`src/rtl/irq_ack_pkg.sv`:
```
package irq_ack_pkg;
  typedef enum logic [2:0] {
    S_IDLE, S_ACK, S_PUSH_H, S_PUSH_L, S_RD_L, S_RD_H, S_FIN, S_ERR
  } seq_state_e;

  localparam logic [7:0] OP_CALL  = 8'hCD;
  localparam logic [7:0] RST_MASK = 8'hC7;
  localparam logic [7:0] RST_TGT  = 8'h38;

  localparam int TS_NMI  = 11;
  localparam int TS_IM1  = 13;
  localparam int TS_RST  = 13;
  localparam int TS_CALL = 19;
  localparam int TS_IM2  = 19;
endpackage

```
`src/rtl/irq_nmi_latch.sv`:
```
module irq_nmi_latch (
  input  logic clk_i,
  input  logic rst_ni,
  input  logic nmi_i,
  input  logic take_i,
  output logic pend_o
);
  logic nmi_q, pend_q, rise;

  assign rise   = nmi_i & ~nmi_q;
  assign pend_o = pend_q | rise;

  always_ff @(posedge clk_i or negedge rst_ni) begin
    if (!rst_ni) begin
      nmi_q  <= 1'b0;
      pend_q <= 1'b0;
    end else begin
      nmi_q  <= nmi_i;
      pend_q <= take_i ? 1'b0 : pend_o;
    end
  end
endmodule

```
`src/rtl/irq_state_regs.sv`:
```
module irq_state_regs #(
  parameter int DW = 8
) (
  input  logic          clk_i,
  input  logic          rst_ni,
  input  logic          take_nmi_i,
  input  logic          take_int_i,
  input  logic          ei_i,
  input  logic          di_i,
  input  logic          im_we_i,
  input  logic [1:0]    im_i,
  input  logic          ireg_we_i,
  input  logic [DW-1:0] ireg_i,
  input  logic          rreg_we_i,
  input  logic [DW-1:0] rreg_i,
  output logic          iff1_o,
  output logic          iff2_o,
  output logic [1:0]    im_o,
  output logic [DW-1:0] ireg_o,
  output logic [DW-1:0] rreg_o
);
  always_ff @(posedge clk_i or negedge rst_ni) begin
    if (!rst_ni) begin
      iff1_o <= 1'b0;
      iff2_o <= 1'b0;
      im_o   <= 2'd0;
      ireg_o <= '0;
      rreg_o <= '0;
    end else begin
      if (take_int_i) begin
        iff1_o <= 1'b0;
        iff2_o <= 1'b0;
      end else if (take_nmi_i) begin
        iff1_o <= 1'b0;
      end else if (di_i) begin
        iff1_o <= 1'b0;
        iff2_o <= 1'b0;
      end else if (ei_i) begin
        iff1_o <= 1'b1;
        iff2_o <= 1'b1;
      end
      if (im_we_i)   im_o   <= im_i;
      if (ireg_we_i) ireg_o <= ireg_i;
      // refresh bump wraps in the low bits only
      if (take_int_i)     rreg_o <= {rreg_o[DW-1], rreg_o[DW-2:0] + (DW-1)'(1)};
      else if (rreg_we_i) rreg_o <= rreg_i;
    end
  end
endmodule

```
`src/rtl/irq_ack_fsm.sv`:
```
module irq_ack_fsm
  import irq_ack_pkg::*;
#(
  parameter int               DW      = 8,
  parameter int               AW      = 16,
  parameter int               TSW     = 6,
  parameter logic [AW-1:0]    NMI_VEC = 16'h0066,
  parameter logic [AW-1:0]    IM1_VEC = 16'h0038
) (
  input  logic           clk_i,
  input  logic           rst_ni,
  input  logic           boundary_i,
  input  logic [AW-1:0]  pc_i,
  input  logic           halt_i,
  input  logic           nmi_pend_i,
  input  logic           int_i,
  input  logic           iff1_i,
  input  logic [1:0]     im_i,
  input  logic [DW-1:0]  ireg_i,
  input  logic [DW-1:0]  bus_byte_i,
  input  logic           push_ack_i,
  input  logic           rd_ack_i,
  input  logic [DW-1:0]  rd_data_i,
  output logic           take_nmi_o,
  output logic           take_int_o,
  output logic           busy_o,
  output logic           inta_o,
  output logic           push_req_o,
  output logic [DW-1:0]  push_data_o,
  output logic           rd_req_o,
  output logic [AW-1:0]  rd_addr_o,
  output logic           done_o,
  output logic [AW-1:0]  new_pc_o,
  output logic [TSW-1:0] tstates_o,
  output logic           err_o
);
  seq_state_e     state_q;
  logic [AW-1:0]  ret_q, tgt_q, vec_q;
  logic [TSW-1:0] ts_q;
  logic           tbl_q;
  logic           idle;

  assign idle       = (state_q == S_IDLE);
  assign take_nmi_o = idle & boundary_i & nmi_pend_i;
  assign take_int_o = idle & boundary_i & ~nmi_pend_i & int_i & iff1_i;

  assign busy_o      = ~idle;
  assign inta_o      = (state_q == S_ACK);
  assign push_req_o  = (state_q == S_PUSH_H) | (state_q == S_PUSH_L);
  assign push_data_o = (state_q == S_PUSH_H) ? ret_q[AW-1:DW] : ret_q[DW-1:0];
  assign rd_req_o    = (state_q == S_RD_L) | (state_q == S_RD_H);
  assign rd_addr_o   = (state_q == S_RD_H) ? vec_q + AW'(1) : vec_q;
  assign done_o      = (state_q == S_FIN);
  assign err_o       = (state_q == S_ERR);
  assign new_pc_o    = tgt_q;
  assign tstates_o   = ts_q;

  always_ff @(posedge clk_i or negedge rst_ni) begin
    if (!rst_ni) begin
      state_q <= S_IDLE;
      ret_q   <= '0;
      tgt_q   <= '0;
      vec_q   <= '0;
      ts_q    <= '0;
      tbl_q   <= 1'b0;
    end else begin
      unique case (state_q)
        S_IDLE: begin
          if (take_nmi_o || take_int_o) begin
            ret_q <= pc_i + {{(AW-1){1'b0}}, halt_i};
            tbl_q <= 1'b0;
          end
          if (take_nmi_o) begin
            tgt_q   <= NMI_VEC;
            ts_q    <= TSW'(TS_NMI);
            state_q <= S_PUSH_H;
          end else if (take_int_o) begin
            state_q <= S_ACK;
          end
        end
        S_ACK: begin
          case (im_i)
            2'd0: begin
              if ((bus_byte_i & RST_MASK) == RST_MASK) begin
                tgt_q   <= AW'(bus_byte_i & RST_TGT);
                ts_q    <= TSW'(TS_RST);
                state_q <= S_PUSH_H;
              end else if (bus_byte_i == OP_CALL) begin
                tgt_q   <= '1;
                ts_q    <= TSW'(TS_CALL);
                state_q <= S_PUSH_H;
              end else begin
                state_q <= S_ERR;
              end
            end
            2'd1: begin
              tgt_q   <= IM1_VEC;
              ts_q    <= TSW'(TS_IM1);
              state_q <= S_PUSH_H;
            end
            2'd2: begin
              vec_q   <= {ireg_i, bus_byte_i};
              ts_q    <= TSW'(TS_IM2);
              tbl_q   <= 1'b1;
              state_q <= S_PUSH_H;
            end
            default: state_q <= S_ERR;
          endcase
        end
        S_PUSH_H: if (push_ack_i) state_q <= S_PUSH_L;
        S_PUSH_L: if (push_ack_i) state_q <= tbl_q ? S_RD_L : S_FIN;
        S_RD_L: if (rd_ack_i) begin
          tgt_q[DW-1:0] <= rd_data_i;
          state_q       <= S_RD_H;
        end
        S_RD_H: if (rd_ack_i) begin
          tgt_q[AW-1:DW] <= rd_data_i;
          state_q        <= S_FIN;
        end
        S_FIN:   state_q <= S_IDLE;
        S_ERR:   state_q <= S_IDLE;
        default: state_q <= S_IDLE;
      endcase
    end
  end
endmodule

```
`src/rtl/irq_ack_seq.sv`:
```
module irq_ack_seq #(
  parameter int            DW      = 8,
  parameter int            AW      = 2 * DW,
  parameter int            TSW     = 6,
  parameter logic [AW-1:0] NMI_VEC = 16'h0066,
  parameter logic [AW-1:0] IM1_VEC = 16'h0038
) (
  input  logic           clk_i,
  input  logic           rst_ni,
  input  logic           boundary_i,
  input  logic [AW-1:0]  pc_i,
  input  logic           halt_i,
  input  logic           nmi_i,
  input  logic           int_i,
  input  logic [DW-1:0]  bus_byte_i,
  input  logic           ei_i,
  input  logic           di_i,
  input  logic           im_we_i,
  input  logic [1:0]     im_i,
  input  logic           ireg_we_i,
  input  logic [DW-1:0]  ireg_i,
  input  logic           rreg_we_i,
  input  logic [DW-1:0]  rreg_i,
  input  logic           push_ack_i,
  input  logic           rd_ack_i,
  input  logic [DW-1:0]  rd_data_i,
  output logic           busy_o,
  output logic           inta_o,
  output logic           push_req_o,
  output logic [DW-1:0]  push_data_o,
  output logic           rd_req_o,
  output logic [AW-1:0]  rd_addr_o,
  output logic           done_o,
  output logic [AW-1:0]  new_pc_o,
  output logic [TSW-1:0] tstates_o,
  output logic           err_o,
  output logic           iff1_o,
  output logic           iff2_o,
  output logic [1:0]     im_o,
  output logic [DW-1:0]  ireg_o,
  output logic [DW-1:0]  rreg_o
);
  logic nmi_pend, take_nmi, take_int;

  irq_nmi_latch u_nmi (
    .clk_i  (clk_i),
    .rst_ni (rst_ni),
    .nmi_i  (nmi_i),
    .take_i (take_nmi),
    .pend_o (nmi_pend)
  );

  irq_state_regs #(.DW(DW)) u_regs (
    .clk_i      (clk_i),
    .rst_ni     (rst_ni),
    .take_nmi_i (take_nmi),
    .take_int_i (take_int),
    .ei_i       (ei_i),
    .di_i       (di_i),
    .im_we_i    (im_we_i),
    .im_i       (im_i),
    .ireg_we_i  (ireg_we_i),
    .ireg_i     (ireg_i),
    .rreg_we_i  (rreg_we_i),
    .rreg_i     (rreg_i),
    .iff1_o     (iff1_o),
    .iff2_o     (iff2_o),
    .im_o       (im_o),
    .ireg_o     (ireg_o),
    .rreg_o     (rreg_o)
  );

  irq_ack_fsm #(
    .DW(DW), .AW(AW), .TSW(TSW), .NMI_VEC(NMI_VEC), .IM1_VEC(IM1_VEC)
  ) u_fsm (
    .clk_i       (clk_i),
    .rst_ni      (rst_ni),
    .boundary_i  (boundary_i),
    .pc_i        (pc_i),
    .halt_i      (halt_i),
    .nmi_pend_i  (nmi_pend),
    .int_i       (int_i),
    .iff1_i      (iff1_o),
    .im_i        (im_o),
    .ireg_i      (ireg_o),
    .bus_byte_i  (bus_byte_i),
    .push_ack_i  (push_ack_i),
    .rd_ack_i    (rd_ack_i),
    .rd_data_i   (rd_data_i),
    .take_nmi_o  (take_nmi),
    .take_int_o  (take_int),
    .busy_o      (busy_o),
    .inta_o      (inta_o),
    .push_req_o  (push_req_o),
    .push_data_o (push_data_o),
    .rd_req_o    (rd_req_o),
    .rd_addr_o   (rd_addr_o),
    .done_o      (done_o),
    .new_pc_o    (new_pc_o),
    .tstates_o   (tstates_o),
    .err_o       (err_o)
  );
endmodule

```
`config.mk`:
```
export PLATFORM = sky130hd
export DESIGN_NAME = irq_ack_seq
export DESIGN_NICKNAME = d
export VERILOG_FILES = /design/src/rtl/irq_ack_pkg.sv /design/src/rtl/irq_nmi_latch.sv /design/src/rtl/irq_state_regs.sv /design/src/rtl/irq_ack_fsm.sv /design/src/rtl/irq_ack_seq.sv
export SDC_FILE = /design/constraint.sdc
export NUM_CORES = 1
export LEC_CHECK = 0
export BUFFER_PORTS_ARGS = -buffer_cell sky130_fd_sc_hd__buf_2
export CAP_MARGIN = 10
export CORE_AREA = 2 2 95 97
export DETAILED_ROUTE_END_ITERATION = 10
export DIE_AREA = 0 0 97 99
export PLACE_DENSITY = 0.76
export SETUP_SLACK_MARGIN = 0.1
export SKIP_CTS_REPAIR_TIMING = 1
export SKIP_LAST_GASP = 1
export SYNTH_ARGS = -nofsm -noshare
export SYNTH_HDL_FRONTEND = slang
export SYNTH_SLANG_ARGS = --single-unit
```
`constraint.sdc`:
```
create_clock -name clk_i -period 2.5 [get_ports clk_i]
set_input_delay 0.125 -clock clk_i [delete_from_list [all_inputs] [get_ports clk_i]]
set_output_delay 0.125 -clock clk_i [all_outputs]
set_load 0.01 [all_outputs]
```
==> flow_summary.json, run 1 <==
{
  "path_buf_inv": 2,
  "drtIter0Drc": 110,
  "die_w_um": 97,
  "finalClockSkew_ns": 0.0133,
  "instances_no_fill": 670,
  "layout_commonest_cell": "buf_2",
  "cts_inserted_buffers": 9,
  "ir_drop_v": 0.000560,
  "worstMarginPinSlew_ns": 0.985,
  "grt_max_degree": 80,
  "cp_slowest_cell": "dfrtp_1",
  "grt_pass1_vias": 3516,
  "syn_to_final_growth_pct": 26.6,
  "finalHoldWorstSlack_ns": -0.0732,
  "synth_area_mm2": 0.00419,
  "p_per_area_mw_per_mm2": 999,
  "vias_per_cell": 5.29,
  "synth_flop_cell": "dfrtp_1",
  "htreeDepth": 3,
  "post-route-util_pct": 62.0,
  "cts_buffer_depth": 2,
  "clock.fmax_mhz": 442,
  "leakage_nw": 2.53,
  "slew_headroom_pct": 34.3,
  "synth_top_area_share_pct": 47.2,
  "postLayoutSetupSlackWorst_ns": 0.239,
  "finish.instance_area_mm2": 0.00530,
  "p_total_mw": 5.30,
  "clk_pin_slew_ns": 0.08,
  "drc": 0,
  "wl_per_cell_um": 14.9,
  "setup-violations-final": 0,
  "final_nets": 628,
  "crit_family": "simple AND/OR/NAND/NOR gates",
  "tns_ns": 0,
  "dieArea_mm2": 0.00960,
  "ys_async_sr_fraction_pct": 100,
  "grt_pass1_wl_um": 16400,
  "period_minus_slack_ns": 2.26,
  "ys_warn_count": 0,
  "track_usage_pct": 21.0,
  "drive_gt1_share_pct": 39.3,
  "portBuffers": 133,
  "clk_latency_ns": 0.35,
  "ys_top_cells_by_area": "dfrtp_1 (47%), mux2_2 (15%), nand2_1 (4.4%)",
  "seq_area_frac_synth_pct": 47.2,
  "dp.cells": 646,
  "min_path_type": "input port to async pin",
  "violations": "hold timing",
  "path_cells": "buf_4, and3b_2, nand4_1, nor3_4, nand3_1, xnor2_1, buf_2",
  "crit_type": "register to output port",
  "start_util_pct": 49.0,
  "final_cell_mix": "buf_2 (132), dfrtp_1 (79), mux2_2 (54)",
  "rows": 34,
  "postSynthCellCount": 410,
  "finalHoldViolCount": 80,
  "cts_sinks": 79,
  "hpwl_um": 7390,
  "postSynthRegisterBits": 79,
  "drtPass1Iterations": 4,
  "place_congestion": 0.788,
  "place_area_mm2": 0.00499,
  "synthesis.nets": 480,
  "antenna_found_initial": 0,
  "die_y_um": 99,
  "status": "finished with violations",
  "cp_max_fo": 10,
  "place_ws_ns": 0.233,
  "clockRootBuffer": "clkbuf_8",
  "core_area_mm2": 0.00855,
  "syn_avg_cell_area_um2": 10.2,
  "antenna_left": 0,
  "period_share_pct": 90.4,
  "critical_path_required_ns": 2.38,
  "rsz0062_at_grt": "true",
  "critical-path-max-stage-delay_ns": 0.40,
  "n_antenna_cell": 0,
  "synth_edf_count": 0,
  "crit_arrival_ns": 2.14,
  "ioPinCount": 135,
  "synth.distinct_cells": 51,
  "gr-total-overflow": 0,
  "synth_top_cell_by_area": "dfrtp_1",
  "drv_cap": 0,
  "wl_um": 9960,
  "endpoint_kind": "output port",
  "tritoncts": "built",
  "startpoint_type": "register",
  "slew_viol_final": 0,
  "vias": 3543
}
-- sequential cells by signal, summed over array words and instances (netlist names), 2 cells and up --
register and flops:
u_fsm.ret_q 16, u_regs.rreg_o 8, u_fsm.state_q 3, u_fsm.new_pc_o 16, u_regs.ireg_o 8, u_fsm.tstates_o 5
u_regs.im_o 2, u_fsm.vec_q 16
-- routing by layer --
layer / wire [um] / track usage (%) / vias up / part of all wire [%]
met2: 4890 / 34.9 / 111 / 49
met5: 0 / 0 / - / 0
met4: 104 / 6.39 / 0 / 1.0
met1: 4280 / 26.8 / 1672 / 43
li1: - / - / 1748 / -
met3: 692 / 6.03 / 12 / 6.9
-- where the power goes --
group	leakage, nW	internal [mW]	total [mW]	switching, mW
Combinational	1.48	1.11	2.32	1.21
Sequential	0.957	1.70	2.02	0.313
Clock	0.0985	0.509	0.956	0.447
Total	2.53	3.33	5.30	1.97
-- final cells by class --
cell class,count,area [um^2]
clock buffers,12,155
flip-flops and latches,79,1980
inverters,15,56.3
well taps,108,135
repair buffers,150,817
fillers,740,3250
clock inverters,3,42.5
multi-input cells,303,2120
-- cells by family after synthesis --
family          Yosys count  synth area share [%]
simple gates            137                  16.1
xor+xnor                 29                  6.06
compound gates           71                  10.1
mux                      58                  15.5
flops                    79                  47.2
fa+ha+maj                 7                  2.09
other cells               1                0.0895
buf+inv                  28                  2.87
-- cell usage after synthesis, types with 2 or more instances --
master,n
mux2i_1,4
buf_2,3
o2bb2ai_1,2
and3_1,6
xor2_1,10
clkbuf_1,7
nand3_1,18
inv_1,14
mux2_2,54
and2_1,2
nor2_1,30
dfrtp_1,79
a21o_1,2
a211o_1,3
nor3_1,9
a21oi_1,16
nand2_1,49
a31oi_1,4
o22ai_1,2
o21ai_0,32
xnor2_1,19
o211ai_1,3
nand4_1,4
ha_1,7
nand2b_1,4
and4_1,2
-- worst reg2reg max path, delay by kind of cell (launching register included) --
kind	cells	cell delay [ns]
simple gates	3	1.39
flops	1	0.40
mux	1	0.36
-- path summary, 6_finish.rpt --
| check | to | start | cells after the start | slack (ns) |
|---|---|---|---|---|
| min | u_fsm.ret_q[0] | rst_ni | 1 | -0.07 |
| min reg2reg | u_fsm.tstates_o[0] | u_fsm.tstates_o[0] | 1 | 0.47 |
| max | rd_addr_o[15] | u_fsm.state_q[1] | 7 | 0.24 |
| max reg2reg | u_regs.rreg_o[7] | u_fsm.state_q[1] | 4 | 0.25 |
| max in group asynchronous | u_regs.rreg_o[6] | rst_ni | 1 | 1.94 |
| min in group clk_i | u_regs.rreg_o[7] | rreg_i[7] | 2 | 0 |
Note: power is estimated with default switching activity, not from simulation.
==> run 2, diff against run 1 <==
--- a/config.mk
+++ b/config.mk
@@ -7,11 +7,10 @@
 export LEC_CHECK = 0
 export BUFFER_PORTS_ARGS = -buffer_cell sky130_fd_sc_hd__buf_2
 export CAP_MARGIN = 10
-export CORE_AREA = 2 2 95 97
+export CORE_AREA = 2 2 97 99
 export DETAILED_ROUTE_END_ITERATION = 10
-export DIE_AREA = 0 0 97 99
-export PLACE_DENSITY = 0.76
-export SETUP_SLACK_MARGIN = 0.1
+export DIE_AREA = 0 0 99 101
+export PLACE_DENSITY = 0.75
 export SKIP_CTS_REPAIR_TIMING = 1
 export SKIP_LAST_GASP = 1
 export SYNTH_ARGS = -nofsm -noshare
==> run 2 against run 1 <==
  * The flow still finishes with violations (hold timing)
  * Register-to-register slack got worse by 0.02 ns
  * Clock skew fell by 0.0023 ns
  * Critical path depth did not move
  * Worst setup slack got worse by 0.10 ns
  * Sequential share of layout area rose by 0.41 points
==> flow_summary.json, run 2 (synthesized netlist as in run 1, its figures left out) <==
{
  "status": "finished with violations",
  "violations": "hold timing",
  "vias": 3521,
  "critical_path_required_ns": 2.38,
  "antenna_left": 0,
  "syn_to_final_growth_pct": 25.2,
  "vias_per_cell": 5.27,
  "gr-total-overflow": 0,
  "drtIter0Drc": 129,
  "worstMarginPinSlew_ns": 0.992,
  "final_cell_mix": "buf_2 (132), dfrtp_1 (79), mux2_2 (54)",
  "dieArea_mm2": 0.0100,
  "cts_inserted_buffers": 9,
  "drc": 0,
  "place_ws_ns": 0.276,
  "finalClockSkew_ns": 0.0110,
  "hpwl_um": 7480,
  "die_y_um": 101,
  "p_total_mw": 5.30,
  "post-route-util_pct": 58.4,
  "htreeDepth": 3,
  "min_path_type": "input port to async pin",
  "drv_cap": 0,
  "core_area_mm2": 0.00898,
  "grt_pass1_wl_um": 16100,
  "n_antenna_cell": 0,
  "period_minus_slack_ns": 2.36,
  "grt_pass1_vias": 3430,
  "leakage_nw": 2.49,
  "portBuffers": 133,
  "ir_drop_v": 0.000405,
  "crit_type": "register to output port",
  "setup-violations-final": 0,
  "finalHoldViolCount": 80,
  "clock.fmax_mhz": 424,
  "postLayoutSetupSlackWorst_ns": 0.140,
  "layout_commonest_cell": "buf_2",
  "drive_gt1_share_pct": 39.0,
  "track_usage_pct": 20.2,
  "drtPass1Iterations": 5,
  "antenna_found_initial": 0,
  "fillers": 780,
  "slew_headroom_pct": 33.8,
  "cp_max_fo": 24,
  "tns_ns": 0,
  "clockRootBuffer": "clkbuf_8",
  "crit_arrival_ns": 2.24,
  "slew_viol_final": 0,
  "die_w_um": 99,
  "period_share_pct": 94.4,
  "startpoint_type": "register",
  "clk_latency_ns": 0.35,
  "cts_sinks": 79,
  "place_congestion": 0.875,
  "finalHoldWorstSlack_ns": -0.0559,
  "clk_pin_slew_ns": 0.08,
  "p_per_area_mw_per_mm2": 1010,
  "start_util_pct": 46.7,
  "tritoncts": "built",
  "endpoint_kind": "output port",
  "wl_per_cell_um": 14.9,
  "wl_um": 9970,
  "final_nets": 622,
  "grt_max_degree": 80,
  "rows": 35,
  "ioPinCount": 135,
  "cts_buffer_depth": 2,
  "rsz0062_at_grt": "true"
}
-- run 2: cell count changes in the layout (fill, tap and decap cells not counted), sizes merged --
cell         change
clkinv           +1
clkinvlp         -1
buf              -3
clkbuf           +1
dlygate4sd3      -3
-- run 2: power by group --
part,switching [mW],internal (mW)
sequential,0.319,1.70
clock,0.441,0.541
combinational,1.21,1.08
total,1.97,3.33
-- run 2: layout make-up --
class	instances	area [um^2]	area share, %
multi-input cells	303	2100	40.1
clock inverters	3	40.0	0.764
flip-flops and latches	79	1980	37.7
repair buffers	144	761	14.5
clock buffers	13	169	3.22
inverters	15	56.3	1.07
well taps	111	139	2.65
-- run 2: critical path, cell delays in order (launching register included) --
cell,delay (ns)
dfrtp_1,0.36
buf_4,0.25
and3b_1,0.29
nand4_1,0.25
nor3_2,0.27
nand3_1,0.16
xnor2_1,0.15
buf_2,0.15
-- run 2: worst paths after layout --
| path | start | slack, ns | endpoint | cells after the start |
|---|---|---|---|---|
| worst max-delay path | u_fsm.state_q[2] | 0.14 | rd_addr_o[15] | 7 |
| worst min-delay path | rst_ni | -0.06 | u_fsm.new_pc_o[6] | 1 |
| worst max register to register | u_nmi.nmi_q | 0.23 | u_fsm.new_pc_o[5] | 5 |
| worst min register to register | u_fsm.ret_q[4] | 0.48 | u_fsm.ret_q[4] | 2 |
| max in group asynchronous | rst_ni | 1.92 | u_regs.ireg_o[6] | 1 |
| min in group clk_i | bus_byte_i[2] | 0 | u_fsm.vec_q[2] | 3 |
-- run 2: routing by layer --
metal | share of wire, % | global-route usage, %
met1 | 43 | 26.7
met4 | 2.0 | 7.06
met5 | 0 | 0
met2 | 49 | 32.5
met3 | 5.7 | 5.06
-- run 2: through the flow --
stage | cells | cell area (um^2)
6_report | 668 | 5240
3_5_place_dp | 648 | 4980
5_1_grt | 668 | 5240
3_3_place_gp | 648 | 4980
4_1_cts | 664 | 5190
2_1_floorplan | 410 | 4190
